$ cat src/rtl/usart_bg_pkg.sv
package usart_bg_pkg;

  typedef enum logic [1:0] {
    BG_NORM = 2'd0,
    BG_DBL  = 2'd1,
    BG_MST  = 2'd2,
    BG_SLV  = 2'd3
  } bg_mode_e;

  // Map the three select inputs onto one mode; dbl only matters when async.
  function automatic bg_mode_e decode_mode(input logic sync, input logic dbl,
                                           input logic drive);
    if (sync) return drive ? BG_MST : BG_SLV;
    return dbl ? BG_DBL : BG_NORM;
  endfunction

  // Base strobes per transmit bit in each mode.
  function automatic logic [4:0] presc_ratio(input bg_mode_e m);
    case (m)
      BG_NORM: return 5'd16;
      BG_DBL:  return 5'd8;
      BG_MST:  return 5'd2;
      default: return 5'd1;
    endcase
  endfunction

endpackage

$ cat src/rtl/bg_divisor_reg.sv
module bg_divisor_reg #(
  parameter int DIV_W  = 12,
  parameter int BYTE_W = 8
) (
  input  logic              clk,
  input  logic              rst_n,
  input  logic              lo_wr,
  input  logic              hi_wr,
  input  logic [BYTE_W-1:0] wr_data,
  output logic [DIV_W-1:0]  divisor,
  output logic [DIV_W-1:0]  load_val,
  output logic              load
);
  localparam int HI_W = DIV_W - BYTE_W;

  logic [HI_W-1:0] hi_buf;

  assign load_val = {hi_buf, wr_data};
  assign load     = lo_wr;

  always_ff @(posedge clk or negedge rst_n) begin
    if (!rst_n) begin
      hi_buf  <= '0;
      divisor <= '0;
    end else begin
      if (hi_wr) hi_buf <= wr_data[HI_W-1:0];
      if (lo_wr) divisor <= load_val;
    end
  end

  // an upper-nibble write alone leaves the active divisor untouched
  a_r1_hi_only_buffers: assert property (@(posedge clk) disable iff (!rst_n)
    (hi_wr && !lo_wr) |=> $stable(divisor));

endmodule

$ cat src/rtl/bg_down_counter.sv
module bg_down_counter #(
  parameter int DIV_W = 12
) (
  input  logic             clk,
  input  logic             rst_n,
  input  logic [DIV_W-1:0] divisor,
  input  logic [DIV_W-1:0] load_val,
  input  logic             load,
  output logic             base_tick
);
  logic [DIV_W-1:0] cnt;
  logic             at_zero;

  assign at_zero   = (cnt == '0);
  assign base_tick = at_zero && !load;

  always_ff @(posedge clk or negedge rst_n) begin
    if (!rst_n)       cnt <= '0;
    else if (load)    cnt <= load_val;
    else if (at_zero) cnt <= divisor;
    else              cnt <= cnt - 1'b1;
  end

  // a lower-byte write restarts the count from the new value
  a_r2_reload_on_write: assert property (@(posedge clk) disable iff (!rst_n)
    load |=> (cnt == $past(load_val)));

  // with a nonzero divisor two base strobes never touch
  a_r3_tick_gap: assert property (@(posedge clk) disable iff (!rst_n)
    (base_tick && divisor != '0) |=> !base_tick);

endmodule

$ cat src/rtl/bg_tx_prescaler.sv
module bg_tx_prescaler #(
  parameter int PRE_W = 4
) (
  input  logic             clk,
  input  logic             rst_n,
  input  logic             base_tick,
  input  logic             clr,
  input  logic [PRE_W-1:0] last_idx,
  output logic [PRE_W-1:0] pcnt,
  output logic             wrap
);
  assign wrap = base_tick && !clr && (pcnt == last_idx);

  always_ff @(posedge clk or negedge rst_n) begin
    if (!rst_n)         pcnt <= '0;
    else if (clr)       pcnt <= '0;
    else if (wrap)      pcnt <= '0;
    else if (base_tick) pcnt <= pcnt + 1'b1;
  end

  // the prescale count never passes the selected ratio
  a_r4_in_range: assert property (@(posedge clk) disable iff (!rst_n)
    pcnt <= last_idx);

  // a mode change leaves the prescaler at its start
  a_r9_clear_on_mode: assert property (@(posedge clk) disable iff (!rst_n)
    clr |=> (pcnt == '0));

endmodule

$ cat src/rtl/bg_edge_sync.sv
module bg_edge_sync #(
  parameter int STAGES = 2
) (
  input  logic clk,
  input  logic rst_n,
  input  logic async_in,
  output logic rise
);
  logic [STAGES:0] sh;

  always_ff @(posedge clk or negedge rst_n) begin
    if (!rst_n) sh <= '0;
    else        sh <= {sh[STAGES-1:0], async_in};
  end

  assign rise = sh[STAGES-1] && !sh[STAGES];

  // one strobe per detected edge
  a_r7_one_per_edge: assert property (@(posedge clk) disable iff (!rst_n)
    rise |=> !rise);

endmodule

$ cat src/rtl/usart_baud_gen.sv
module usart_baud_gen
  import usart_bg_pkg::*;
#(
  parameter int DIV_W       = 12,
  parameter int BYTE_W      = 8,
  parameter int SYNC_STAGES = 2
) (
  input  logic              clk,
  input  logic              rst_n,
  input  logic              div_lo_wr,
  input  logic              div_hi_wr,
  input  logic [BYTE_W-1:0] wr_data,
  input  logic              sync_mode,
  input  logic              dbl_speed,
  input  logic              clk_is_out,
  input  logic              xclk_in,
  output logic              rx_tick,
  output logic              tx_tick,
  output logic              xclk_out,
  output logic              xclk_oe
);
  localparam int PRE_W = 4;

  logic [DIV_W-1:0] divisor, load_val;
  logic             load, base_tick, wrap, ext_rise;
  logic [PRE_W-1:0] pcnt, last_idx;
  logic [4:0]       ratio;
  bg_mode_e         mode_now, mode_q;
  logic             mode_chg, is_slave, is_master;

  assign mode_now  = decode_mode(sync_mode, dbl_speed, clk_is_out);
  assign mode_chg  = (mode_now != mode_q);
  assign is_slave  = (mode_q == BG_SLV);
  assign is_master = (mode_q == BG_MST);
  assign ratio     = presc_ratio(mode_q);
  assign last_idx  = PRE_W'(ratio - 5'd1);

  always_ff @(posedge clk or negedge rst_n) begin
    if (!rst_n) mode_q <= BG_NORM;
    else        mode_q <= mode_now;
  end

  bg_divisor_reg #(.DIV_W(DIV_W), .BYTE_W(BYTE_W)) u_div (
    .clk(clk), .rst_n(rst_n), .lo_wr(div_lo_wr), .hi_wr(div_hi_wr),
    .wr_data(wr_data), .divisor(divisor), .load_val(load_val), .load(load)
  );

  bg_down_counter #(.DIV_W(DIV_W)) u_cnt (
    .clk(clk), .rst_n(rst_n), .divisor(divisor), .load_val(load_val),
    .load(load), .base_tick(base_tick)
  );

  bg_tx_prescaler #(.PRE_W(PRE_W)) u_pre (
    .clk(clk), .rst_n(rst_n), .base_tick(base_tick), .clr(mode_chg),
    .last_idx(last_idx), .pcnt(pcnt), .wrap(wrap)
  );

  bg_edge_sync #(.STAGES(SYNC_STAGES)) u_sync (
    .clk(clk), .rst_n(rst_n), .async_in(xclk_in), .rise(ext_rise)
  );

  assign tx_tick  = is_slave ? (ext_rise && !mode_chg) : wrap;
  assign rx_tick  = is_slave ? (ext_rise && !mode_chg) : base_tick;
  assign xclk_oe  = is_master;
  assign xclk_out = is_master && pcnt[0];

  // the driven serial clock drops right after each bit strobe
  a_r6_xclk_falls: assert property (@(posedge clk) disable iff (!rst_n)
    (tx_tick && xclk_oe && !mode_chg) |=> !xclk_out);

  // in clock-following mode a bit strobe is a single cycle
  a_r7_slave_pulse: assert property (@(posedge clk) disable iff (!rst_n)
    (tx_tick && is_slave) |=> !tx_tick);

  // the pin value is low whenever the pin is not driven
  a_r10_quiet_pin: assert property (@(posedge clk) disable iff (!rst_n)
    (!is_master && !mode_chg) |=> (!xclk_out || xclk_oe));

endmodule

$ cat config.mk
export PLATFORM = sky130hd
export DESIGN_NAME = usart_baud_gen
export DESIGN_NICKNAME = d
export VERILOG_FILES = /design/src/rtl/usart_bg_pkg.sv /design/src/rtl/bg_divisor_reg.sv /design/src/rtl/bg_down_counter.sv /design/src/rtl/bg_tx_prescaler.sv /design/src/rtl/bg_edge_sync.sv /design/src/rtl/usart_baud_gen.sv
export SDC_FILE = /design/constraint.sdc
export NUM_CORES = 1
export LEC_CHECK = 0
export BUFFER_PORTS_ARGS = -buffer_cell sky130_fd_sc_hd__buf_4
export CAP_MARGIN = 20
export CORE_ASPECT_RATIO = 0.6
export CORE_MARGIN = 2
export CORE_UTILIZATION = 58
export DETAILED_ROUTE_END_ITERATION = 8
export GPL_TIMING_DRIVEN = 1
export PLACE_DENSITY = 0.74
export SYNTH_ARGS = -nofsm -noshare
export SYNTH_HDL_FRONTEND = slang
export SYNTH_HIERARCHICAL = 1
export SYNTH_SLANG_ARGS = --single-unit
$ cat constraint.sdc
create_clock -name clk -period 2.7 [get_ports clk]
set_input_delay 0.27 -clock clk [delete_from_list [all_inputs] [get_ports clk]]
set_output_delay 0.27 -clock clk [all_outputs]
set_load 0.005 [all_outputs]
==> results.py, run 1 <==
metrics = {
    "power_and_ir_drop": {
        "p_switching_uw": 369,
        "sw_frac_of_total_pct": 27.0,
        "power_density_mw_per_mm2": 583,
        "clock_power_share_pct": 35.0,
        "power_frac_comb_pct": 15.9,
        "power.internal_uw": 995,
        "vdd_drop_max_mv": 0.396,
        "p_seq_share_pct": 49.1,
        "p_leak_uw": 0.00102,
    },
    "final_layout": {
        "area_growth_pct": 11.4,
        "num-nets-final": 219,
        "drive_gt1_share_pct": 29.4,
        "final-seq-area_um2": 926,
        "multi_input_area_mm2": 0.00104,
        "diodes": 0,
        "fill_cells": 248,
    },
    "logic_synthesis": {
        "netlist_top_cells_count": "dfrtp_1, nand2_1, inv_1",
        "muxShareOfSynthArea_pct": 13.7,
        "synth_edf_count": 0,
        "syn_nets": 204,
        "netlist_top_cells_area": "dfrtp_1, mux2_4, mux2i_1, buf_4, mux2_2",
        "syn-instance-count": 185,
        "ys_types": 52,
        "netlist.top_cell.by_area": "dfrtp_1",
        "avgSynthCellArea_um2": 11.3,
        "ys_seq_area_share_pct": 44.1,
        "ys_seq_elements": 37,
        "synth_compound_area_share_pct": 10.7,
        "synthSimpleGateAreaFrac_pct": 19.5,
        "synth_top_family_by_area": "simple AND/OR/NAND/NOR gates",
        "synth-xor-area-share_pct": 3.75,
        "synth_top_area_share_pct": 44.1,
        "synth-main-ff-cell": "dfrtp_1",
        "synth.most_common_cell": "dfrtp_1",
        "synthArstFlopShare_pct": 100,
        "syn_area_mm2": 0.00210,
        "yosys_warnings": 6,
        "synthAdderAreaFrac_pct": 1.79,
    },
    "clock_network": {
        "cts-root-buf": "clkbuf_8",
        "cts_made_buffers": 5,
        "clock-sinks": 37,
        "cts_resized": 0,
        "cts.htree.levels": 2,
        "clkTransAtPathRegs_ns": 0.08,
        "clockBufferDepth": 2,
        "cts-hold-fix-buffers": 1,
        "postCtsSetupBuffers": 0,
        "cts_tree": "yes",
        "insertion_delay_ns": 0.29,
    },
    "routing": {
        "ant_nets": 0,
        "vias_per_cell": 6.08,
        "wl_um": 4220,
        "routedWlPerCell_um": 17.2,
        "drc": 0,
        "dr.pass1.iters": 4,
        "drt_iter0_markers": 90,
        "dr_total_vias": 1495,
    },
    "grt": {
        "grt-ovfl-total": 0,
        "antenna_found_initial": 0,
        "grt_pass1_wl_um": 6890,
        "grt_max_degree": 38,
        "grt_pass1_vias": 1407,
        "track_usage_pct": 22.9,
    },
    "floorplan": {
        "chipWidth_um": 81.7,
        "ios": 20,
        "core_area_mm2": 0.00336,
        "rows": 16,
        "die_h_um": 50.6,
        "die_area_mm2": 0.00413,
        "initial_core_util_pct": 62.4,
    },
    "sta": {
        "period_needed_ns": 2.44,
        "slew_violations": 0,
        "rsz0062_at_grt": "false",
        "slew_headroom_pct": 65.0,
        "worstMarginPinSlew_ns": 0.520,
        "clock_skew_ns": 0.00567,
        "final_hold_viol_count": 0,
        "max_freq_mhz": 410,
        "period_share_pct": 90.3,
        "fin_setup_tns_ns": 0,
        "setup_viol": 0,
        "setup_ws_ns": 0.261,
    },
    "hold_path": {
        "hold_class": "in2reg",
        "min_from": "xclk_in",
    },
    "worst_setup_path": {
        "worstSetupStartpointType": "flip-flop",
        "path_delay_family": "simple AND/OR/NAND/NOR gates",
        "r2r_setup_slack_ns": 0.60,
        "critPathKind": "reg2out",
        "startpoint": "u_cnt/cnt[0]",
        "cp.buffers_inverters": 2,
        "max_stage_delay_ns": 0.42,
        "cp_data_arrival_time_ns": 2.17,
        "slowest_stage": "dfrtp_1",
        "worstReg2RegStart": "u_cnt/cnt[0]",
        "cp-end-kind": "primary output",
        "crit_fanout": 10,
        "cp_data_required_time_ns": 2.43,
        "crit_chain": "inv_1, ha_1, nor2b_1, nand4_4, nor2_1, nor3b_1, a22o_1, buf_4",
    },
    "place": {
        "dp_slack_ns": 0.555,
        "place_congestion": 0.817,
        "dp_hpwl_um": 3030,
        "io_buffers": 19,
    },
    "status": {
        "status": "completed",
    },
    "job": {
        "maxCapViolations": 0,
    },
}
[power by group through the flow]
stage	clock network [uW]	logic [uW]	registers (uW)
2_1_floorplan	0	163	661
3_3_place_gp	0	206	673
3_5_place_dp	0	214	678
4_1_cts	485	217	668
5_1_grt	515	237	675
6_report	478	217	669
[placed cells by master (no fill, tap or decap), types with 3 or more instances in the layout]
cell and instances:
dfrtp_1 37, buf_4 21, nand2_1 12, inv_1 11, mux2_4 10, mux2i_1 7
xnor2_1 7, nor3_1 6, mux2_2 6, nor2_1 5, clkbuf_8 5, nor4_1 4
o21ai_1 4, nand3_1 4, o21ai_0 4, nand2b_1 3, nor3b_1 3, a21oi_1 3
ha_1 3
[cells by family (layout without fill, tap and decap cells)]
kind of cell	count (synthesis)	in the layout
mux	23	23
simple gates	59	59
fa+ha+maj	3	3
flops	37	37
buf+inv	25	41
xor+xnor	9	9
compound gates	29	29
[sequential cells by signal, summed over array words and instances (netlist names)]
signal	flops
u_cnt/cnt	12
u_div/divisor	12
u_div/hi_buf	4
u_pre/pcnt	4
u_sync/sh	3
mode_q	2
[layout make-up]
type                            instances  area share (%)
Timing Repair Buffer                   22            7.17
Clock buffer                            6            3.10
Multi-Input combinational cell        123            44.3
Inverter                               11            1.76
Clock inverter                          2            1.66
Sequential cell                        37            39.6
Tap cell                               45            2.41
[layer usage]
layer	global-route usage (%)	wire, um	up-vias
met5	0	0	-
li1	-	-	699
met2	32.9	1910	30
met4	7.50	54	0
met3	6.47	178	6
met1	33.4	2080	760
[worst reg2reg max path, delay by kind of cell, from the launching register on]
family / cells / cell delay [ns]
flip-flops: 1 / 0.42
AO/OA/AOI/OAI: 1 / 0.16
buffers and inverters: 2 / 0.28
AND/OR/NAND/NOR: 5 / 0.97
adder cells (fa/ha/maj): 1 / 0.18
[through the flow]
step	hold slack [ns]	power, uW	instances	instance area, um^2	utilization, %
finish	0.0743	1360	246	2340	69.6
global route	0.0604	1430	246	2340	69.6
detailed placement	0.259	892	237	2220	66.0
CTS	0.0721	1370	246	2340	69.6
global placement	0.249	879	237	2220	66.0
floorplan	-0.0256	824	185	2100	-
[final timing paths]
kind                                    to  depth (start not counted)
max in group asynchronous  u_div/hi_buf[2]                          2
max reg2reg                  u_pre/pcnt[3]                          9
min in group asynchronous     u_sync/sh[1]                          2
min                           u_sync/sh[0]                          1
max                                tx_tick                          8
min reg2reg                   u_sync/sh[1]                          0
(Power assumes the default switching activity.)
==> inputs of run 2 (changes only) <==
==> constraint.sdc (replaced) <==
create_clock -name clk -period 2.42 [get_ports clk]
set_input_delay 0.242 -clock clk [delete_from_list [all_inputs] [get_ports clk]]
set_output_delay 0.242 -clock clk [all_outputs]
set_load 0.005 [all_outputs]
==> run 2 against run 1 <==
Compared with the run above: clock skew barely moved; count of clock-buffer cells in the layout did not move; die area did not move; utilization rose by 0.56 points; global-route usage fell by 0.42 points; via count fell by 3.6%; combinational power rose by 11%; design area rose by 0.80%; non-clock buffer count rose by 1; sequential power rose by 12%; final cell count rose by 0.41%; sequential share of layout area fell by 0.31 points; critical path type unchanged; critical endpoint unchanged.
==> results.py, run 2 (synthesis gave the netlist of run 1 again) <==
metrics = {
    "power_and_ir_drop": {
        "p_total_uw": 1510,
        "power_frac_comb_pct": 15.9,
        "vdd_drop_max_mv": 0.385,
        "sw_frac_of_total_pct": 26.6,
        "power_density_mw_per_mm2": 642,
        "p_switching_uw": 403,
        "p_leak_uw": 0.00103,
        "power.internal_uw": 1110,
        "clock_power_share_pct": 34.5,
        "p_seq_share_pct": 49.5,
    },
    "grt": {
        "grt_pass1_vias": 1398,
        "grt_max_degree": 38,
        "track_usage_pct": 22.5,
        "antenna_found_initial": 0,
        "grt-ovfl-total": 0,
        "grt_pass1_wl_um": 6960,
    },
    "clock_network": {
        "cts_made_buffers": 5,
        "cts.htree.levels": 2,
        "cts_tree": "yes",
        "clkTransAtPathRegs_ns": 0.07,
        "cts-root-buf": "clkbuf_8",
        "insertion_delay_ns": 0.28,
        "postCtsSetupBuffers": 0,
        "clock-sinks": 37,
        "clockBufferDepth": 2,
    },
    "place": {
        "io_buffers": 19,
        "dp_hpwl_um": 2880,
        "place_congestion": 0.825,
        "place_inst": 238,
    },
    "worst_setup_path": {
        "worstSetupStartpointType": "flip-flop",
        "cp_data_required_time_ns": 2.18,
        "slowest_stage": "nor4_4",
        "max_stage_delay_ns": 0.48,
        "worstReg2RegStart": "u_cnt/cnt[8]",
        "timing.rr.end": "u_pre/pcnt[3]",
        "critPathKind": "reg2out",
        "cp_data_arrival_time_ns": 1.99,
        "r2r_setup_slack_ns": 0.52,
        "cp-end-kind": "primary output",
        "crit_fanout": 7,
        "reg2reg_depth": 7,
        "crit_chain": "nor4_4, nand4_4, nor2_1, nor3b_1, a22o_1, buf_4",
    },
    "routing": {
        "wl_um": 4090,
        "vias_per_cell": 5.83,
        "dr_total_vias": 1441,
        "drt_iter0_markers": 92,
        "route.top_layer_used": "met4",
        "ant_nets": 0,
        "wl_met3_um": 244,
        "route.met2.wl_um": 1780,
        "drc": 0,
        "routedWlPerCell_um": 16.6,
        "dr.pass1.iters": 4,
        "wl_met1_um": 2030,
    },
    "sta": {
        "fin_hold_ws_ns": 0.0592,
        "clock_skew_ns": 0.00564,
        "setup_viol": 0,
        "max_freq_mhz": 449,
        "worstMarginPinSlew_ns": 0.530,
        "slew_violations": 0,
        "slew_headroom_pct": 64.4,
        "final_hold_viol_count": 0,
        "period_share_pct": 92.1,
        "period_needed_ns": 2.23,
    },
    "final_layout": {
        "fill_cells": 261,
        "mostFrequentLayoutCells": "dfrtp_1, buf_4, nand2_1, inv_1, mux2_4",
        "diodes": 0,
        "drive_gt1_share_pct": 30.2,
        "top_regs": "u_cnt/cnt (12), u_div/divisor (12)",
        "num-nets-final": 220,
        "layout_commonest_cell": "dfrtp_1",
        "area_growth_pct": 12.3,
        "finish.utilization_pct": 70.1,
        "final_cells": 247,
    },
    "job": {
        "maxCapViolations": 0,
    },
    "floorplan": {
        "die_area_mm2": 0.00413,
        "chipWidth_um": 81.7,
        "initial_core_util_pct": 62.4,
        "ios": 20,
        "rows": 16,
        "core_area_mm2": 0.00336,
        "die_h_um": 50.6,
    },
    "hold_path": {
        "hold_class": "in2reg",
        "holdPathStages": 1,
        "min_from": "xclk_in",
        "hold-path-endpoint": "u_sync/sh[0]",
    },
    "status": {
        "status": "completed",
    },
}
## run 2: cell count changes in the layout (fill, tap and decap cells not counted)
cell / delta
nor2b_1: -1
buf_4: +1
nor4_2: -1
nor2b_2: +1
nor4_4: +1
## run 2: final cells by class
cell class,count,area [um^2],share of cell area [%]
clock inverter,2,38.8,1.64
inverter,11,41.3,1.75
multi-input combinational,123,1050,44.5
timing repair buffer,23,175,7.43
tap,45,56.3,2.39
clock buffer,6,72.6,3.08
sequential,37,926,39.3
## run 2: power by group through the flow
stage               sequential [uW]  combinational, uW  clock (uW)
floorplan                       737                182           0
global placement                750                229           0
detailed placement              756                236           0
CTS                             746                240         535
global route                    758                268         562
finish                          750                241         523
## run 2: worst max-delay path by stage
stage                             from       to  slack (ns)  depth (start not counted)
after global routing      u_cnt/cnt[0]  tx_tick       -0.03                          8
after floorplan           u_cnt/cnt[0]  tx_tick        0.25                          8
after global placement    u_cnt/cnt[3]  tx_tick        0.52                          6
after detailed placement  u_cnt/cnt[0]  tx_tick        0.45                          8
after CTS                 u_cnt/cnt[0]  tx_tick        0.11                          8
final                     u_cnt/cnt[8]  tx_tick        0.19                          6
## run 2: metal layers
metal	GRT usage, %	up-vias
li1	-	695
met1	34.1	702
met2	31.8	40
met3	6.12	4
met4	5.56	0
met5	0	-
## run 2: critical path: cells and delay by family, from the launching register on
family | cells | cell delay [ns]
flip-flops | 1 | 0.47
AND/OR/NAND/NOR | 4 | 0.97
AO/OA/AOI/OAI | 1 | 0.16
buffers and inverters | 1 | 0.10
## run 2: metrics by stage
stage / area (um^2) / setup slack [ns] / TNS, ns
floorplan: 2100 / 0.249 / 0
global placement: 2230 / 0.520 / 0
detailed placement: 2230 / 0.448 / 0
CTS: 2350 / 0.108 / 0
global route: 2360 / -0.0266 / -0.0266
finish: 2360 / 0.191 / 0
## run 2: timing repair
| action | in CTS | in global routing |
|---|---|---|
| endpoints found under the hold margin | 37 | 0 |
| resized for setup | 0 | 2 |
| hold buffers | 1 | 0 |
| endpoints found under the setup margin | 0 | 1 |
